==> config.mk <==
export PLATFORM = sky130hd
export DESIGN_NAME = macclk_seq
export DESIGN_NICKNAME = d
export VERILOG_FILES = /design/src/rtl/macclk_pkg.sv /design/src/rtl/macclk_rate_calc.sv /design/src/rtl/macclk_timer.sv /design/src/rtl/macclk_seq.sv
export SDC_FILE = /design/constraint.sdc
export NUM_CORES = 1
export LEC_CHECK = 0
export BUFFER_PORTS_ARGS = -buffer_cell sky130_fd_sc_hd__buf_2
export CORE_MARGIN = 2
export CORE_UTILIZATION = 35
export CTS_BUF_LIST = sky130_fd_sc_hd__clkbuf_8 sky130_fd_sc_hd__clkbuf_16
export CTS_CLUSTER_SIZE = 30
export DETAILED_ROUTE_END_ITERATION = 12
export PLACE_DENSITY = 0.59
export REMOVE_ABC_BUFFERS = 1
export SYNTH_ARGS = -nofsm -noshare
export SYNTH_HDL_FRONTEND = slang
export SYNTH_SLANG_ARGS = --single-unit
export TNS_END_PERCENT = 1
==> constraint.sdc <==
create_clock -name clk_i -period 6 [get_ports clk_i]
set_input_delay 0.6 -clock clk_i [delete_from_list [all_inputs] [get_ports clk_i]]
set_output_delay 0.6 -clock clk_i [all_outputs]
set_load 0.03 [all_outputs]
==> src/rtl/macclk_pkg.sv <==
package macclk_pkg;
  localparam int RATE_GBE_MHZ = 100;
  localparam int RATE_FE_MHZ  = 25;
  localparam int DIV_MIN      = 4;
  localparam int DIV_MAX      = 16;
  localparam int DIV_W        = $clog2(DIV_MAX + 1);
  localparam int FIELD_W      = $clog2((DIV_MAX - 2) / 2 + 1);

  typedef enum logic [1:0] {
    ST_IDLE,
    ST_HOLD,
    ST_UNGATE
  } seq_st_e;
endpackage

==> src/rtl/macclk_rate_calc.sv <==
module macclk_rate_calc
  import macclk_pkg::*;
#(
  parameter int RATE_W = 12
) (
  input  logic [1:0]         strap_i,
  input  logic [RATE_W-1:0]  src_mhz_i,
  output logic [6:0]         rate_mhz_o,
  output logic [FIELD_W-1:0] field_o,
  output logic               clamp_o
);
  logic              gbe;
  logic [RATE_W-1:0] quot;
  logic [DIV_W-1:0]  div;

  always_comb begin
    gbe        = |strap_i;
    rate_mhz_o = gbe ? 7'(RATE_GBE_MHZ) : 7'(RATE_FE_MHZ);
    quot       = gbe ? src_mhz_i / RATE_W'(RATE_GBE_MHZ)
                     : src_mhz_i / RATE_W'(RATE_FE_MHZ);
    clamp_o    = 1'b0;
    if (quot < RATE_W'(DIV_MIN)) begin
      div     = DIV_W'(DIV_MIN);
      clamp_o = 1'b1;
    end else if (quot > RATE_W'(DIV_MAX)) begin
      div     = DIV_W'(DIV_MAX);
      clamp_o = 1'b1;
    end else begin
      div = DIV_W'(quot);
    end
    field_o = FIELD_W'((div - DIV_W'(2)) >> 1);
  end
endmodule

==> src/rtl/macclk_timer.sv <==
module macclk_timer #(
  parameter int CNT_W = 8
) (
  input  logic             clk_i,
  input  logic             rst_ni,
  input  logic             load_i,
  input  logic [CNT_W-1:0] load_val_i,
  output logic             expired_o
);
  logic [CNT_W-1:0] cnt_q;

  always_ff @(posedge clk_i or negedge rst_ni) begin
    if (!rst_ni)            cnt_q <= '0;
    else if (load_i)        cnt_q <= load_val_i;
    else if (cnt_q != '0)   cnt_q <= cnt_q - 1'b1;
  end

  assign expired_o = (cnt_q == '0);

  // wait intervals rely on a strict one-per-cycle countdown
  a_r5_count_step: assert property (@(posedge clk_i) disable iff (!rst_ni)
    (!load_i && cnt_q != '0) |=> (cnt_q == $past(cnt_q) - 1'b1));
  a_r6_rest_at_zero: assert property (@(posedge clk_i) disable iff (!rst_ni)
    (!load_i && cnt_q == '0) |=> (cnt_q == '0));
endmodule

==> src/rtl/macclk_seq.sv <==
module macclk_seq
  import macclk_pkg::*;
#(
  parameter int RATE_W      = 12,
  parameter int CYC_PER_US  = 250,
  parameter int RST_WAIT_US = 100,
  parameter int CLK_WAIT_US = 10000
) (
  input  logic               clk_i,
  input  logic               rst_ni,
  input  logic               req_i,
  input  logic [1:0]         mac_sel_i,
  input  logic [1:0]         strap_gbe_i,
  input  logic [RATE_W-1:0]  src_mhz_i,
  output logic               busy_o,
  output logic               done_o,
  output logic               err_o,
  output logic               clamp_o,
  output logic [6:0]         rate_mhz_o,
  output logic [FIELD_W-1:0] div_field_o,
  output logic [1:0]         mac_rst_o,
  output logic [1:0]         clk_stop_o,
  output logic               unlock_o
);
  localparam int HOLD_CYC   = CYC_PER_US * RST_WAIT_US;
  localparam int UNGATE_CYC = CYC_PER_US * CLK_WAIT_US;
  localparam int MAX_CYC    = (HOLD_CYC > UNGATE_CYC) ? HOLD_CYC : UNGATE_CYC;
  localparam int CNT_W      = $clog2(MAX_CYC + 1);

  seq_st_e            st_q;
  logic               cur_q;
  logic               idx_ok, accept, expired, tmr_load;
  logic [CNT_W-1:0]   tmr_val;
  logic [6:0]         calc_rate;
  logic [FIELD_W-1:0] calc_field;
  logic               calc_clamp;

  macclk_rate_calc #(.RATE_W(RATE_W)) u_calc (
    .strap_i    (strap_gbe_i),
    .src_mhz_i  (src_mhz_i),
    .rate_mhz_o (calc_rate),
    .field_o    (calc_field),
    .clamp_o    (calc_clamp)
  );

  assign idx_ok = (mac_sel_i == 2'd1) || (mac_sel_i == 2'd2);
  assign accept = (st_q == ST_IDLE) && req_i && idx_ok;

  always_comb begin
    tmr_load = 1'b0;
    tmr_val  = '0;
    if (accept) begin
      tmr_load = 1'b1;
      tmr_val  = CNT_W'(HOLD_CYC - 1);
    end else if (st_q == ST_HOLD && expired) begin
      tmr_load = 1'b1;
      tmr_val  = CNT_W'(UNGATE_CYC - 1);
    end
  end

  macclk_timer #(.CNT_W(CNT_W)) u_timer (
    .clk_i      (clk_i),
    .rst_ni     (rst_ni),
    .load_i     (tmr_load),
    .load_val_i (tmr_val),
    .expired_o  (expired)
  );

  always_ff @(posedge clk_i or negedge rst_ni) begin
    if (!rst_ni) begin
      st_q        <= ST_IDLE;
      cur_q       <= 1'b0;
      done_o      <= 1'b0;
      err_o       <= 1'b0;
      clamp_o     <= 1'b0;
      rate_mhz_o  <= '0;
      div_field_o <= '0;
      mac_rst_o   <= 2'b00;
      clk_stop_o  <= 2'b11;
      unlock_o    <= 1'b0;
    end else begin
      done_o <= 1'b0;
      err_o  <= 1'b0;
      unique case (st_q)
        ST_IDLE: if (req_i) begin
          if (idx_ok) begin
            cur_q                  <= mac_sel_i[1];
            mac_rst_o[mac_sel_i[1]] <= 1'b1;
            rate_mhz_o             <= calc_rate;
            div_field_o            <= calc_field;
            clamp_o                <= calc_clamp;
            unlock_o               <= 1'b1;
            st_q                   <= ST_HOLD;
          end else begin
            err_o <= 1'b1;
          end
        end
        ST_HOLD: if (expired) begin
          clk_stop_o[cur_q] <= 1'b0;
          st_q              <= ST_UNGATE;
        end
        ST_UNGATE: if (expired) begin
          mac_rst_o[cur_q] <= 1'b0;
          done_o           <= 1'b1;
          unlock_o         <= 1'b0;
          st_q             <= ST_IDLE;
        end
        default: st_q <= ST_IDLE;
      endcase
    end
  end

  assign busy_o = (st_q != ST_IDLE);

  a_r7_unlock_busy: assert property (@(posedge clk_i) disable iff (!rst_ni)
    unlock_o == busy_o);
  a_r4_err_idle: assert property (@(posedge clk_i) disable iff (!rst_ni)
    err_o |-> !busy_o);
  a_r6_done_ends_run: assert property (@(posedge clk_i) disable iff (!rst_ni)
    done_o |-> (!busy_o && $past(busy_o)));
  a_r9_idle_stable: assert property (@(posedge clk_i) disable iff (!rst_ni)
    (!busy_o && $past(!busy_o)) |->
      ($stable(mac_rst_o) && $stable(clk_stop_o) && $stable(div_field_o)));
  a_r3_clamp_edge: assert property (@(posedge clk_i) disable iff (!rst_ni)
    clamp_o |-> (div_field_o == FIELD_W'(1) || div_field_o == FIELD_W'((DIV_MAX - 2) / 2)));

  for (genvar g = 0; g < 2; g++) begin : g_mac_chk
    a_r5_ungate_in_reset: assert property (@(posedge clk_i) disable iff (!rst_ni)
      $fell(clk_stop_o[g]) |-> mac_rst_o[g]);
    a_r6_release_ungated: assert property (@(posedge clk_i) disable iff (!rst_ni)
      $fell(mac_rst_o[g]) |-> (!clk_stop_o[g] && done_o));
  end
endmodule

---- Word-level counts from Yosys, hierarchy flattened ----
Index checks and enable logic that the tools add are counted.
W data, S select, Z words.
storage, ports and cells
  flip-flop bits (word level) ............. 43
  input bits .............................. 19
  word-level logic and storage cells ...... 84
operators by class
  add/sub/neg operators ................... 2
  div/mod/pow operators ................... 2
  magnitude comparators ................... 6
  eq/ne operators ......................... 8
  multiplexer cells ....................... 34
  bitwise operators ....................... 4
  reductions and logical operators ........ 17
operator list
  cell                     number
  $mux W22                 4
  $logic_not A22 Y1        1
  $reduce_bool A22 Y1      1
  $sub A22 B1 Y22 const B  1
  $mux W1                  14
  $mux W2                  7
  $div A12 B5 Y12 const B  1
  $div A12 B7 Y12 const B  1
  $gt A12 B5 Y1 const B    1
  $lt A12 B3 Y1 const B    1
  $mux W12                 1
  $mux W4                  2
  $ne A2 B2 Y1 const B     4
  $reduce_and A4 Y1        2
  $mux W7                  1
  $pmux W2 S3              1
  $reduce_bool A2 Y1       3
  $logic_and A1 B1 Y1      5
  $and A2 B2 Y2            2
  $eq A2 B1 Y1 const B     2
  $eq A2 B2 Y1 const B     2
  $lt A1 B2 Y1 const B     2
  $pmux W2 S2              1
  $sub A4 B2 Y4 const B    1
  other kinds (10)         12

---- Depth between registers and ports, before layout ----
Gate-level depths: netlist (run 1).
  depth in word-level cells ............... 8
  mapped depth ............................ 71
  depth with buffers taken out ............ 68

---- Hierarchy ----
Synthesis (run 1) repeated with hierarchy kept, for this count alone.
unflattened totals
  cells, all modules ...................... 665
  area, all modules ....................... 5460.2 um2
modules (own cells, without submodules)
  module            instances  cells an instance  area an instance (um2)
  macclk_rate_calc  1          452                3244.4
  macclk_timer      1          150                1362.6
  macclk_seq        1          63                 853.3

---- Worst setup path before layout (run 1) ----
OpenSTA, ideal clock, no wires.
  path kind ............................... input-to-reg
  from .................................... input strap_gbe_i[1]
  to ...................................... register clamp_o
  arrival time ............................ 14542 ps
  data required time ...................... 5865 ps
  slack ................................... -8677 ps
  cell stages on the path ................. 66
  path through ............................ or2_1 > clkbuf_1 > ha_1 > or4b_1 > or4_1 > nand3_2 > nor3b_1 > nand2b_1 > xnor2_1 > ha_1 > nor4_1 > nand2_1 > o211ai_1 > nor2_1 > a21oi_1 > nor3_1 > xor2_1 > ha_1 > (+30 left out) > nor3_2 > nand2_1 > clkbuf_1 > nor2_1 > a21oi_1 > ha_1 > a21o_1 > a21oi_1 > o21ai_0 > a221oi_1 > o221ai_1 > a21oi_4 > mux2_2 > ha_1 > or4b_2 > o21ai_0 > a2111o_1 > a31oi_1
between the ends
  longest elaborated chain between the ends .. 5
  elaborated cells between the ends (all ways) .. 6
RTL lines
  element               line                    text
  from (decl)           macclk_seq.sv:13        input logic [1:0] strap_gbe_i,
  $reduce_or A2 Y1 (*)  macclk_rate_calc.sv:17  gbe = |strap_i;
  $mux W12 (*)          macclk_rate_calc.sv:19  quot = gbe ? src_mhz_i / RATE_W'(RATE_GBE_MHZ)
  $gt A12 B5 Y1         macclk_rate_calc.sv:25  end else if (quot > RATE_W'(DIV_MAX)) begin
  $mux W1               macclk_rate_calc.sv:25
  $mux W1 (*)           macclk_rate_calc.sv:22  if (quot < RATE_W'(DIV_MIN)) begin
  to (signal assigned)  macclk_seq.sv:91        clamp_o <= calc_clamp;
  to (decl)             macclk_seq.sv:18        output logic clamp_o,
Mark *: on every way between the ends. The rest lies on a longest branch, timed or not.
A chain may end at the register's enable or synchronous reset.

---- Worst setup path after layout (run 1) ----
  from .................................... input strap_gbe_i[0]
  to ...................................... register clamp_o
Same word-level chain as after synthesis.

==> impl_metrics.toml, run 1 <==
[run_status]
outcome = "complete, but fails checks"
violations = "setup timing"

[setup_path]
path_max_fanout = 8
worstPathRequired_ns = 6.15
critPathLaunchType = "input pin"
cp_common_cell = "a21oi_2"
cpPeakStageDelay_ns = 0.64
worst_setup_path_end_kind = "flip-flop"
worst_r2r_path_depth = 11
cp_top_family = "simple AND/OR/NAND/NOR gates"
path_class = "input pin to flip-flop"
path_depth = 63
cp_slowest_cell = "or4b_2"
cp_num_buf_inv = 4
worst_ep_arrival_time_ns = 13.03

[synth]
synth_seq_cells = 38
yosysWarnings = 0
syn_area_um2 = 4570
avgSynthCellArea_um2 = 8.11
synth_edf_count = 0
synthCells = 563
dominantRegCellSynth = "dfrtp_1"
synth_seq_area_share_pct = 20.9
async_flop_share_pct = 100
synth.distinct_cells = 83

[sta]
finalSetupViolations = 4
timing.final.max_slew_violations = 0
max_freq_ghz = 0.0776
slew_headroom_pct = 42.2
rsz0062_at_grt = "yes"
fin_ws_ns = -6.88
worst_pin_slew_ns = 0.868
skew_ns = 0.00710
layout_min_cycle_time_ns = 12.88
finalCritPeriodShare_pct = 215
hold_viol = 0

[clock_tree]
tritoncts = "yes"
cts_max_level = 2
clock-sinks = 38
cts_root_buf = "clkbuf_16"
cts.clk_slew.worst_paths_ns = 0.06
clk_latency_ns = 0.28
numCtsBuffers = 5
clock_path_buffers = 2

[final_layout]
fin_util_pct = 55.1
nets = 852
n_antenna_cell = 0
layout-drive-gt1-share_pct = 44.9
area_growth_pct = 52.9

[run]
maxCapViolCount = 0

[floorplan]
num_rows = 41
die_h_um = 118
die_w_um = 118
core_um2 = 12700
io_pins = 38
start_util_pct = 36.1
die_area_um2 = 14000

[placed_design]
dpl.hpwl_mm = 10.7
io_buffers = 36
gp_congestion = 0.926

[worst_hold_path]
hp-class = "input pin to async pin"

[grt]
grt_use_total_pct = 20.6
grt_overflow = 0
antenna_found_initial = 0
grt_pass1_wl_mm = 24.3
grt_max_degree = 39
grt_pass1_vias = 5190

[drt]
ant_nets = 0
drc = 0
wirelength_mm = 14.4
routedWlPerCell_um = 15.0
vias = 5023
dr.pass1.iters = 4
viasPerCell = 5.23
drt_iter0_markers = 232
-- metal layers --
metal  GRT usage, %  up-vias  wire length (um)
met5              0        -                 0
met4           5.27        0               281
met3           1.74       21               377
met2           36.5       81              7090
met1           26.7     2402              6660
li1               -     2519                 -
-- kinds of logic after synthesis --
| logic type | count (synthesis) | share of synthesized area, % |
|---|---|---|
| AO/OA/AOI/OAI | 148 | 23.7 |
| XOR/XNOR | 43 | 8.24 |
| adder cells (fa/ha/maj) | 45 | 12.3 |
| buffers and inverters | 41 | 3.86 |
| flip-flops | 38 | 20.9 |
| multiplexers | 20 | 5.09 |
| other | 1 | 0.0821 |
| AND/OR/NAND/NOR | 227 | 25.8 |
-- cell usage in the layout, fill, tap and decap left out, types with 4 or more instances in the layout --
cell type	Yosys	routed
nor2b_1	8	7
nor2_2	1	5
mux2_4	0	5
a31oi_1	4	4
clkbuf_16	0	5
nor2_1	53	48
ha_2	0	6
o21ai_1	3	6
or4_1	6	5
nand2_1	58	52
nand2b_1	10	10
nor3b_1	7	6
buf_4	6	199
o21ai_2	3	4
nand3b_1	5	5
buf_2	0	36
a211oi_1	5	5
or2_2	4	4
a21oi_2	1	10
or3_1	8	7
xor2_1	19	16
a21o_1	12	12
nand3_1	8	8
xnor2_1	24	23
nor4_1	7	5
nand2_2	0	4
o21a_1	5	5
ha_4	0	11
mux2_2	16	11
a21oi_1	36	26
inv_1	20	21
and2_1	5	5
ha_1	45	28
dfrtp_1	36	36
o21ai_0	31	26
nor3_1	25	23
-- sequential cells by signal, summed over array words and instances (netlist names) --
signal / cells
clamp_o: 1
u_timer.cnt_q: 22
done_o: 1
div_field_o: 3
clk_stop_o: 2
err_o: 1
rate_mhz_o: 2
mac_rst_o: 2
unlock_o: 1
cur_q: 1
st_q: 2
-- final cells by class --
cell class	count	area, um2
fill	1139	5690
multi-input combinational	484	3870
timing repair buffer	238	1720
sequential	38	953
tap	172	215
clock buffer	6	139
inverter	21	78.8
clock inverter	2	8.76
-- cell usage after synthesis (all sizes together) (4+ instances only) --
| cell | count | area (um2) |
|---|---|---|
| a21oi | 38 | 205 |
| nand2b | 10 | 62.6 |
| xnor2 | 24 | 210 |
| and2 | 5 | 31.3 |
| nand3 | 9 | 50.1 |
| or4 | 7 | 56.3 |
| a21o | 12 | 90.1 |
| nand2 | 59 | 229 |
| xor2 | 19 | 166 |
| a31oi | 6 | 58.8 |
| mux2 | 16 | 180 |
| or2 | 7 | 43.8 |
| buf | 6 | 45.0 |
| clkbuf | 14 | 52.6 |
| nor2 | 54 | 205 |
| o21a | 6 | 52.6 |
| or3 | 8 | 50.1 |
| nor2b | 8 | 50.1 |
| nor3b | 7 | 52.6 |
| nor4 | 7 | 43.8 |
| mux2i | 4 | 52.6 |
| nand3b | 5 | 37.5 |
| nor3 | 27 | 145 |
| ha | 45 | 563 |
| o311ai | 5 | 43.8 |
| o211ai | 4 | 43.8 |
| dfrtp | 36 | 901 |
| inv | 21 | 78.8 |
| o21ai | 37 | 196 |
| a211oi | 5 | 37.5 |
-- path summary, 6_finish.rpt --
| check | startpoint | to | slack [ns] |
|---|---|---|---|
| max in group asynchronous | rst_ni | mac_rst_o[1] | 5.02 |
| worst min-delay path | rst_ni | u_timer.cnt_q[21] | 0.43 |
| worst max register to register | u_timer.cnt_q[4] | u_timer.cnt_q[11] | 2.28 |
| min in group clk_i | clk_stop_o[0] | clk_stop_o[0] | 0.47 |
| worst max-delay path | strap_gbe_i[0] | clamp_o | -6.88 |
| worst min register to register | clk_stop_o[0] | clk_stop_o[0] | 0.47 |
-- per-stage QoR --
stage	instance area [um2]	TNS (ns)	setup slack (ns)	hold slack, ns	cells
floorplan	4470	-30.67	-8.54	0.304	543
global placement	6130	-27.23	-7.60	0.444	919
detailed placement	6130	-28.39	-7.92	0.462	919
CTS	6800	-23.37	-6.60	0.462	953
global route	6990	-27.10	-7.54	0.478	961
finish	6990	-24.49	-6.88	0.432	961
-- repair_timing --
item,in CTS,in global routing
hold buffers,0,0
setup endpoints to repair,4,4
pin swaps,38,26
buffers inserted,26,8
gates resized for setup,62,25
Power of run 1 is not shown: default switching activity piles up to over one toggle a cycle in this logic, so the estimate is an artifact.
==> inputs of run 2 (changes only) <==
--- a/config.mk
+++ b/config.mk
@@ -6,12 +6,14 @@
 export NUM_CORES = 1
 export LEC_CHECK = 0
 export BUFFER_PORTS_ARGS = -buffer_cell sky130_fd_sc_hd__buf_2
+export CELL_PAD_IN_SITES_DETAIL_PLACEMENT = 0
+export CELL_PAD_IN_SITES_GLOBAL_PLACEMENT = 1
 export CORE_MARGIN = 2
 export CORE_UTILIZATION = 35
 export CTS_BUF_LIST = sky130_fd_sc_hd__clkbuf_8 sky130_fd_sc_hd__clkbuf_16
 export CTS_CLUSTER_SIZE = 30
 export DETAILED_ROUTE_END_ITERATION = 12
-export PLACE_DENSITY = 0.59
+export PLACE_DENSITY = 0.73
 export REMOVE_ABC_BUFFERS = 1
 export SYNTH_ARGS = -nofsm -noshare
 export SYNTH_HDL_FRONTEND = slang
==> constraint.sdc (replaced) <==
create_clock -name clk_i -period 12.4 [get_ports clk_i]
set_input_delay 1.24 -clock clk_i [delete_from_list [all_inputs] [get_ports clk_i]]
set_output_delay 1.24 -clock clk_i [all_outputs]
set_load 0.03 [all_outputs]
==> run 2 against run 1 <==
  * The flow still finishes with violations (setup timing)
  * Worst setup slack better by 5.9 ns
  * Clock skew is 0.0022 ns lower
  * Global-route usage is 0.33 points higher
  * Cell area is 4.0% higher
  * Non-clock buffer count is 10 higher
  * Final cell count is 1.0% higher
  * Hold slack better by 0.024 ns
  * Routed wire length is 7.9% higher
  * Die area stayed put
  * Sequential cell count stayed put
  * Critical path type unchanged
  * Critical endpoint unchanged
  * Highest routed layer unchanged
==> impl_metrics.toml, run 2 (synthesis gave the netlist of run 1 again) <==
[run_status]
outcome = "complete, but fails checks"
violations = "setup timing"

[drt]
vias = 5172
drc = 0
ant_nets = 0
drt_iter0_markers = 305
wirelength_mm = 15.5
viasPerCell = 5.33
dr.pass1.iters = 4
routedWlPerCell_um = 16.0

[sta]
timing.final.max_slew_violations = 0
skew_ns = 0.00486
fin_ws_ns = -1.03
max_freq_ghz = 0.0745
rsz0062_at_grt = "yes"
finalCritPeriodShare_pct = 108
slew_headroom_pct = 42.8
layout_min_cycle_time_ns = 13.43
finalSetupViolations = 3
hold_viol = 0
worst_pin_slew_ns = 0.858

[clock_tree]
numCtsBuffers = 5
cts_max_level = 2
clock_path_buffers = 2
ctsHoldBuffers = 0
cts_root_buf = "clkbuf_16"
tritoncts = "yes"
clk_latency_ns = 0.28
cts.clk_slew.worst_paths_ns = 0.05
clock-sinks = 38

[setup_path]
worstReg2RegEnd = "u_timer.cnt_q[11]"
cpPeakStageDelay_ns = 0.56
r2r_start = "u_timer.cnt_q[4]"
path_max_fanout = 8
cp_common_cell = "a21oi_2"
critPathLaunchType = "input pin"
path_class = "input pin to flip-flop"
r2r_slack_ns = 8.80
worstPathRequired_ns = 12.55
worst_ep_arrival_time_ns = 13.58
worst_setup_path_end_kind = "flip-flop"
cp_slowest_cell = "or4_4"
worst_r2r_path_depth = 11

[final_layout]
seqCellArea_um2 = 953
fillers = 1091
layout_common_cells = "204 x buf_4, 54 x nand2_1, 46 x nor2_1"
layout_commonest_cell = "buf_4"
largest_reg_flops = 22
fin_cells = 971
regMostFlops = "u_timer.cnt_q"
n_antenna_cell = 0
multi_input_area_um2 = 4060
reg_top3 = "u_timer.cnt_q: 22 flops, div_field_o: 3 flops"
layout-drive-gt1-share_pct = 47.7
area_growth_pct = 59.1
nets = 862

[worst_hold_path]
hp-start = "clk_stop_o[0]"
worstHoldPathCells = 1
hold_path_end = "clk_stop_o[0]"
hp-class = "flip-flop to flip-flop"

[grt]
grt_pass1_vias = 5111
grt_pass1_wl_mm = 24.4
grt_max_degree = 39
grt_overflow = 0
grt_use_total_pct = 20.9
antenna_found_initial = 0

[floorplan]
start_util_pct = 36.1
die_h_um = 118
core_um2 = 12700
num_rows = 41
die_area_um2 = 14000
die_w_um = 118
io_pins = 38

[placed_design]
gp_congestion = 0.920
post-place-cells = 913
dpl.hpwl_mm = 11.1
io_buffers = 36

[run]
maxCapViolCount = 0
==> run 2: changes by cell type in the layout (fill, tap and decap cells not counted), moves of 3 or more <==
cell	change
a21oi_1	-5
a21oi_2	+4
buf_4	+5
buf_6	+5
ha_1	-4
ha_4	+5
nor3_2	+3
==> run 2: worst max path at each step <==
stage | from | endpoint | slack [ns]
final | strap_gbe_i[1] | clamp_o | -1.03
after global placement | strap_gbe_i[1] | clamp_o | -1.78
after floorplan | strap_gbe_i[1] | clamp_o | -2.78
after detailed placement | strap_gbe_i[1] | clamp_o | -2.09
after global routing | strap_gbe_i[1] | clamp_o | -1.64
after CTS | strap_gbe_i[1] | clamp_o | -1.04
==> run 2: what timing repair did <==
item	4_1_cts	5_1_grt
endpoints found under the hold margin	0	0
buffers inserted	33	17
endpoints found under the setup margin	4	4
pin swaps	35	32
resized for setup	65	52
==> run 2: per-layer routing <==
layer / GRT usage (%) / vias up / wire length (um)
li1: - / 2537 / -
met1: 26.1 / 2493 / 6720
met2: 37.9 / 115 / 7960
met3: 2.56 / 27 / 505
met4: 4.97 / 0 / 355
met5: 0 / - / 0
==> run 2: worst max-delay path: cells and delay by family <==
| kind | cells | cell delay, ns |
|---|---|---|
| adder cells (fa/ha/maj) | 8 | 1.97 |
| buffers and inverters | 7 | 0.93 |
| AND/OR/NAND/NOR | 26 | 4.93 |
| multiplexers | 3 | 0.98 |
| XOR/XNOR | 2 | 0.45 |
| AO/OA/AOI/OAI | 23 | 3.10 |
==> run 2: final cells by class <==
cell class	count	area share, %
clock buffers	6	1.91
clock inverters	2	0.172
inverters	21	1.08
multi-input cells	484	55.8
flip-flops and latches	38	13.1
well taps	172	2.96
repair buffers	248	24.9
==> run 2: metrics by stage <==
| step | cell area [um2] | setup TNS [ns] | hold slack [ns] | utilization, % | worst slack, ns |
|---|---|---|---|---|---|
| floorplan | 4470 | -7.63 | 0.478 | - | -2.78 |
| global placement | 6080 | -3.95 | 0.443 | 48.0 | -1.78 |
| detailed placement | 6080 | -5.12 | 0.452 | 48.0 | -2.09 |
| CTS | 6830 | -1.50 | 0.460 | 53.9 | -1.04 |
| global route | 7270 | -3.77 | 0.470 | 57.3 | -1.64 |
| finish | 7270 | -1.56 | 0.456 | 57.3 | -1.03 |
Power of run 2 is left out for the same reason.
==> inputs of run 3 (changes only) <==
--- a/config.mk
+++ b/config.mk
@@ -9,13 +9,14 @@
 export CELL_PAD_IN_SITES_DETAIL_PLACEMENT = 0
 export CELL_PAD_IN_SITES_GLOBAL_PLACEMENT = 1
 export CORE_MARGIN = 2
-export CORE_UTILIZATION = 35
+export CORE_UTILIZATION = 47
 export CTS_BUF_LIST = sky130_fd_sc_hd__clkbuf_8 sky130_fd_sc_hd__clkbuf_16
 export CTS_CLUSTER_SIZE = 30
 export DETAILED_ROUTE_END_ITERATION = 12
-export PLACE_DENSITY = 0.73
+export PLACE_DENSITY = 0.9
 export REMOVE_ABC_BUFFERS = 1
 export SYNTH_ARGS = -nofsm -noshare
 export SYNTH_HDL_FRONTEND = slang
+export SYNTH_HIERARCHICAL = 1
 export SYNTH_SLANG_ARGS = --single-unit
 export TNS_END_PERCENT = 1
==> run 3 against run 2 <==
  * The flow still finishes with violations (setup timing)
  * Global-route usage grew 9.3 points
  * Die area shrank 11%
  * Synthesized area grew 20%
  * Count of clock-buffer cells in the layout shrank 1
  * Cell area grew 15%
  * Synthesized cell count grew 18%
  * Sequential share of layout area shrank 0.24 points
  * Critical path type unchanged
  * First-iteration DRC count grew 56%
  * Core utilization grew 16 points
==> impl_metrics.toml, run 3 <==
[setup_path]
cp_common_cell = "buf_4"
worst_ep_arrival_time_ns = 14.13
cpPeakStageDelay_ns = 0.51
critPathLaunchType = "input pin"
path_max_fanout = 6
cp_slowest_cell = "or4_4"
worstPathRequired_ns = 12.56
worst_setup_path_end_kind = "flip-flop"
path_class = "input pin to flip-flop"

[run_status]
outcome = "complete, but fails checks"
violations = "setup timing"

[placed_design]
dp_slack_ns = -2.51
io_buffers = 37
dpl.hpwl_mm = 13.0
post-place-cells = 1028
placed_cell_area_um2 = 7200
gp_congestion = 0.977

[clock_tree]
clock_path_buffers = 2
clock-sinks = 43
ctsHoldBuffers = 0
cts.clk_slew.worst_paths_ns = 0.06
clk_latency_ns = 0.28
numCtsBuffers = 5
cts_root_buf = "clkbuf_16"
cts_max_level = 2
tritoncts = "yes"

[sta]
fin_ws_ns = -1.56
hold_viol = 0
worst_hold_slack_ns = 0.461
finalCritPeriodShare_pct = 113
rsz0062_at_grt = "yes"
slew_headroom_pct = 24.3
layout_min_cycle_time_ns = 13.96
timing.final.max_slew_violations = 0
worst_pin_slew_ns = 1.13
max_freq_ghz = 0.0716
finalSetupViolations = 4
skew_ns = 0.00633

[floorplan]
io_pins = 38
core_um2 = 11400
die_w_um = 112
num_rows = 39
die_h_um = 112
start_util_pct = 48.0
die_area_um2 = 12500

[power_and_ir_drop]
p_leak_nw = 3.74
p_clk_share_pct = 4.2
p_comb_share_pct = 90.9
switching_share_pct = 46.1
power_frac_seq_pct = 4.8
p_sw_mw = 1.37
ir_worst_vdd_uv = 364
power.internal_mw = 1.60
powerDensity_nw_per_um2 = 354

[drt]
drc = 0
dr.pass1.iters = 6
routedWlPerCell_um = 18.7
viasPerCell = 6.07
ant_nets = 0
drt_iter0_markers = 477
wirelength_mm = 20.1
vias = 6524

[synth]
synth.most_common_cell = "nand2_1"
synth_common_cells = "75 x nand2_1, 50 x nor2_1, 45 x ha_1"
yosys.area.top_type = "dfrtp_1"
dominantRegCellSynth = "dfrtp_1"
synth.distinct_cells = 94
synth_edf_count = 0
synthTopCellsByArea = "dfrtp_1 19%, ha_1 10%, nand2_1 5.2%, xnor2_1 4.5%, nor2_1 3.4%"
yosysWarnings = 6
synthCells = 665
avgSynthCellArea_um2 = 8.21
async_flop_share_pct = 100
synth_top_area_share_pct = 18.8
synth_seq_area_share_pct = 19.8
synth_seq_cells = 43
syn_area_um2 = 5460

[run]
maxCapViolCount = 0

[final_layout]
fin_util_pct = 73.6
nets = 995
layout_common_cells = "232 x buf_4, 63 x nand2_1, 45 x nor2_1"
fillers = 765
regMostFlops = "u_timer/cnt_q"
area_growth_pct = 53.3
final_area_um2 = 8370
reg_top3 = "u_timer/cnt_q: 22 flops, rate_mhz_o: 7 flops, div_field_o: 3 flops"
largest_reg_flops = 22
layout_commonest_cell = "buf_4"
fin_cells = 1075
layout-drive-gt1-share_pct = 48.6
n_antenna_cell = 0

[grt]
grt_overflow = 0
grt_pass1_vias = 6765
grt_max_degree = 44
antenna_found_initial = 0
grt_use_total_pct = 30.2
grt_pass1_wl_mm = 31.7

[worst_hold_path]
hp-class = "flip-flop to flip-flop"
[run 3: cell types whose count changed in the layout (fill, tap and decap cells not counted), sizes merged, moves of 6 or more]
cell   previous run  this run
buf             248       276
conb              1         9
inv              21        32
nand2            59        75
nand3             9        17
o21ai            37        52
o31ai             2        11
xor2             19        13
[run 3: power groups by stage]
stage	clock network, mW	registers (mW)	logic [mW]
floorplan	0	0.146	1.16
global placement	0	0.146	1.99
detailed placement	0	0.146	2.07
CTS	0.127	0.144	2.41
global route	0.134	0.144	2.86
finish	0.126	0.144	2.69
[run 3: layer usage]
metal	vias to the layer above	routed length, um	track usage, %
li1	3026	-	-
met5	-	0	0
met2	284	9900	54.0
met1	3116	7910	35.1
met3	98	1150	4.30
met4	0	1110	15.0
[run 3: timing repair]
item | 4_1_cts | 5_1_grt
cloned | 1 | 0
pin swaps | 63 | 26
endpoints found under the setup margin | 4 | 4
gates resized for setup | 113 | 30
buffers inserted | 30 | 8
[run 3: worst max-delay path, delay by kind of cell]
kind                       cells  cell delay, ns
adders and majority gates      8            2.11
muxes                          2            0.59
xor gates and xnor gates       3            0.34
AOI/OAI and AO/OA             21            4.13
buffers and inverters          9            1.29
and+or+nand+nor               24            4.40
[run 3: logic make-up after synthesis]
family | Yosys count | share of synthesized area, %
flops | 43 | 19.8
mux | 20 | 4.61
other cells | 2 | 0.138
compound gates | 200 | 28.1
fa+ha+maj | 45 | 10.3
buf+inv | 56 | 5.00
xor+xnor | 41 | 6.58
simple gates | 258 | 25.5
[run 3: area by class of cell]
type                    count  area (um2)  share of cell area (%)
clock buffers               5         125                    1.49
well taps                 143         179                    2.14
inverters                  31         116                    1.39
clock inverters             3        16.3                   0.194
repair buffers            276        2010                    24.0
multi-input cells         574        4850                    57.9
flip-flops and latches     43        1080                    12.9
[run 3: path summary, 6_finish.rpt]
check,slack (ns),end,start,cells after the start
max,-1.56,clamp_o,strap_gbe_i[0],67
min,0.46,clk_stop_o[0],clk_stop_o[0],1
max reg2reg,8.21,u_timer/cnt_q[18],u_timer/cnt_q[0],11
min reg2reg,0.46,clk_stop_o[0],clk_stop_o[0],1
max in group asynchronous,10.71,st_q[1],rst_ni,1
min in group asynchronous,1.11,u_timer/cnt_q[2],rst_ni,1
[run 3: stage by stage]
step	power, mW	setup TNS [ns]
after floorplan	1.30	-8.52
after detailed placement	2.22	-7.87
after global placement	2.14	-6.08
after CTS	2.68	-1.34
final	2.96	-3.72
after global routing	3.13	-5.29
No activity file was read; power rests on OpenSTA's default activity.
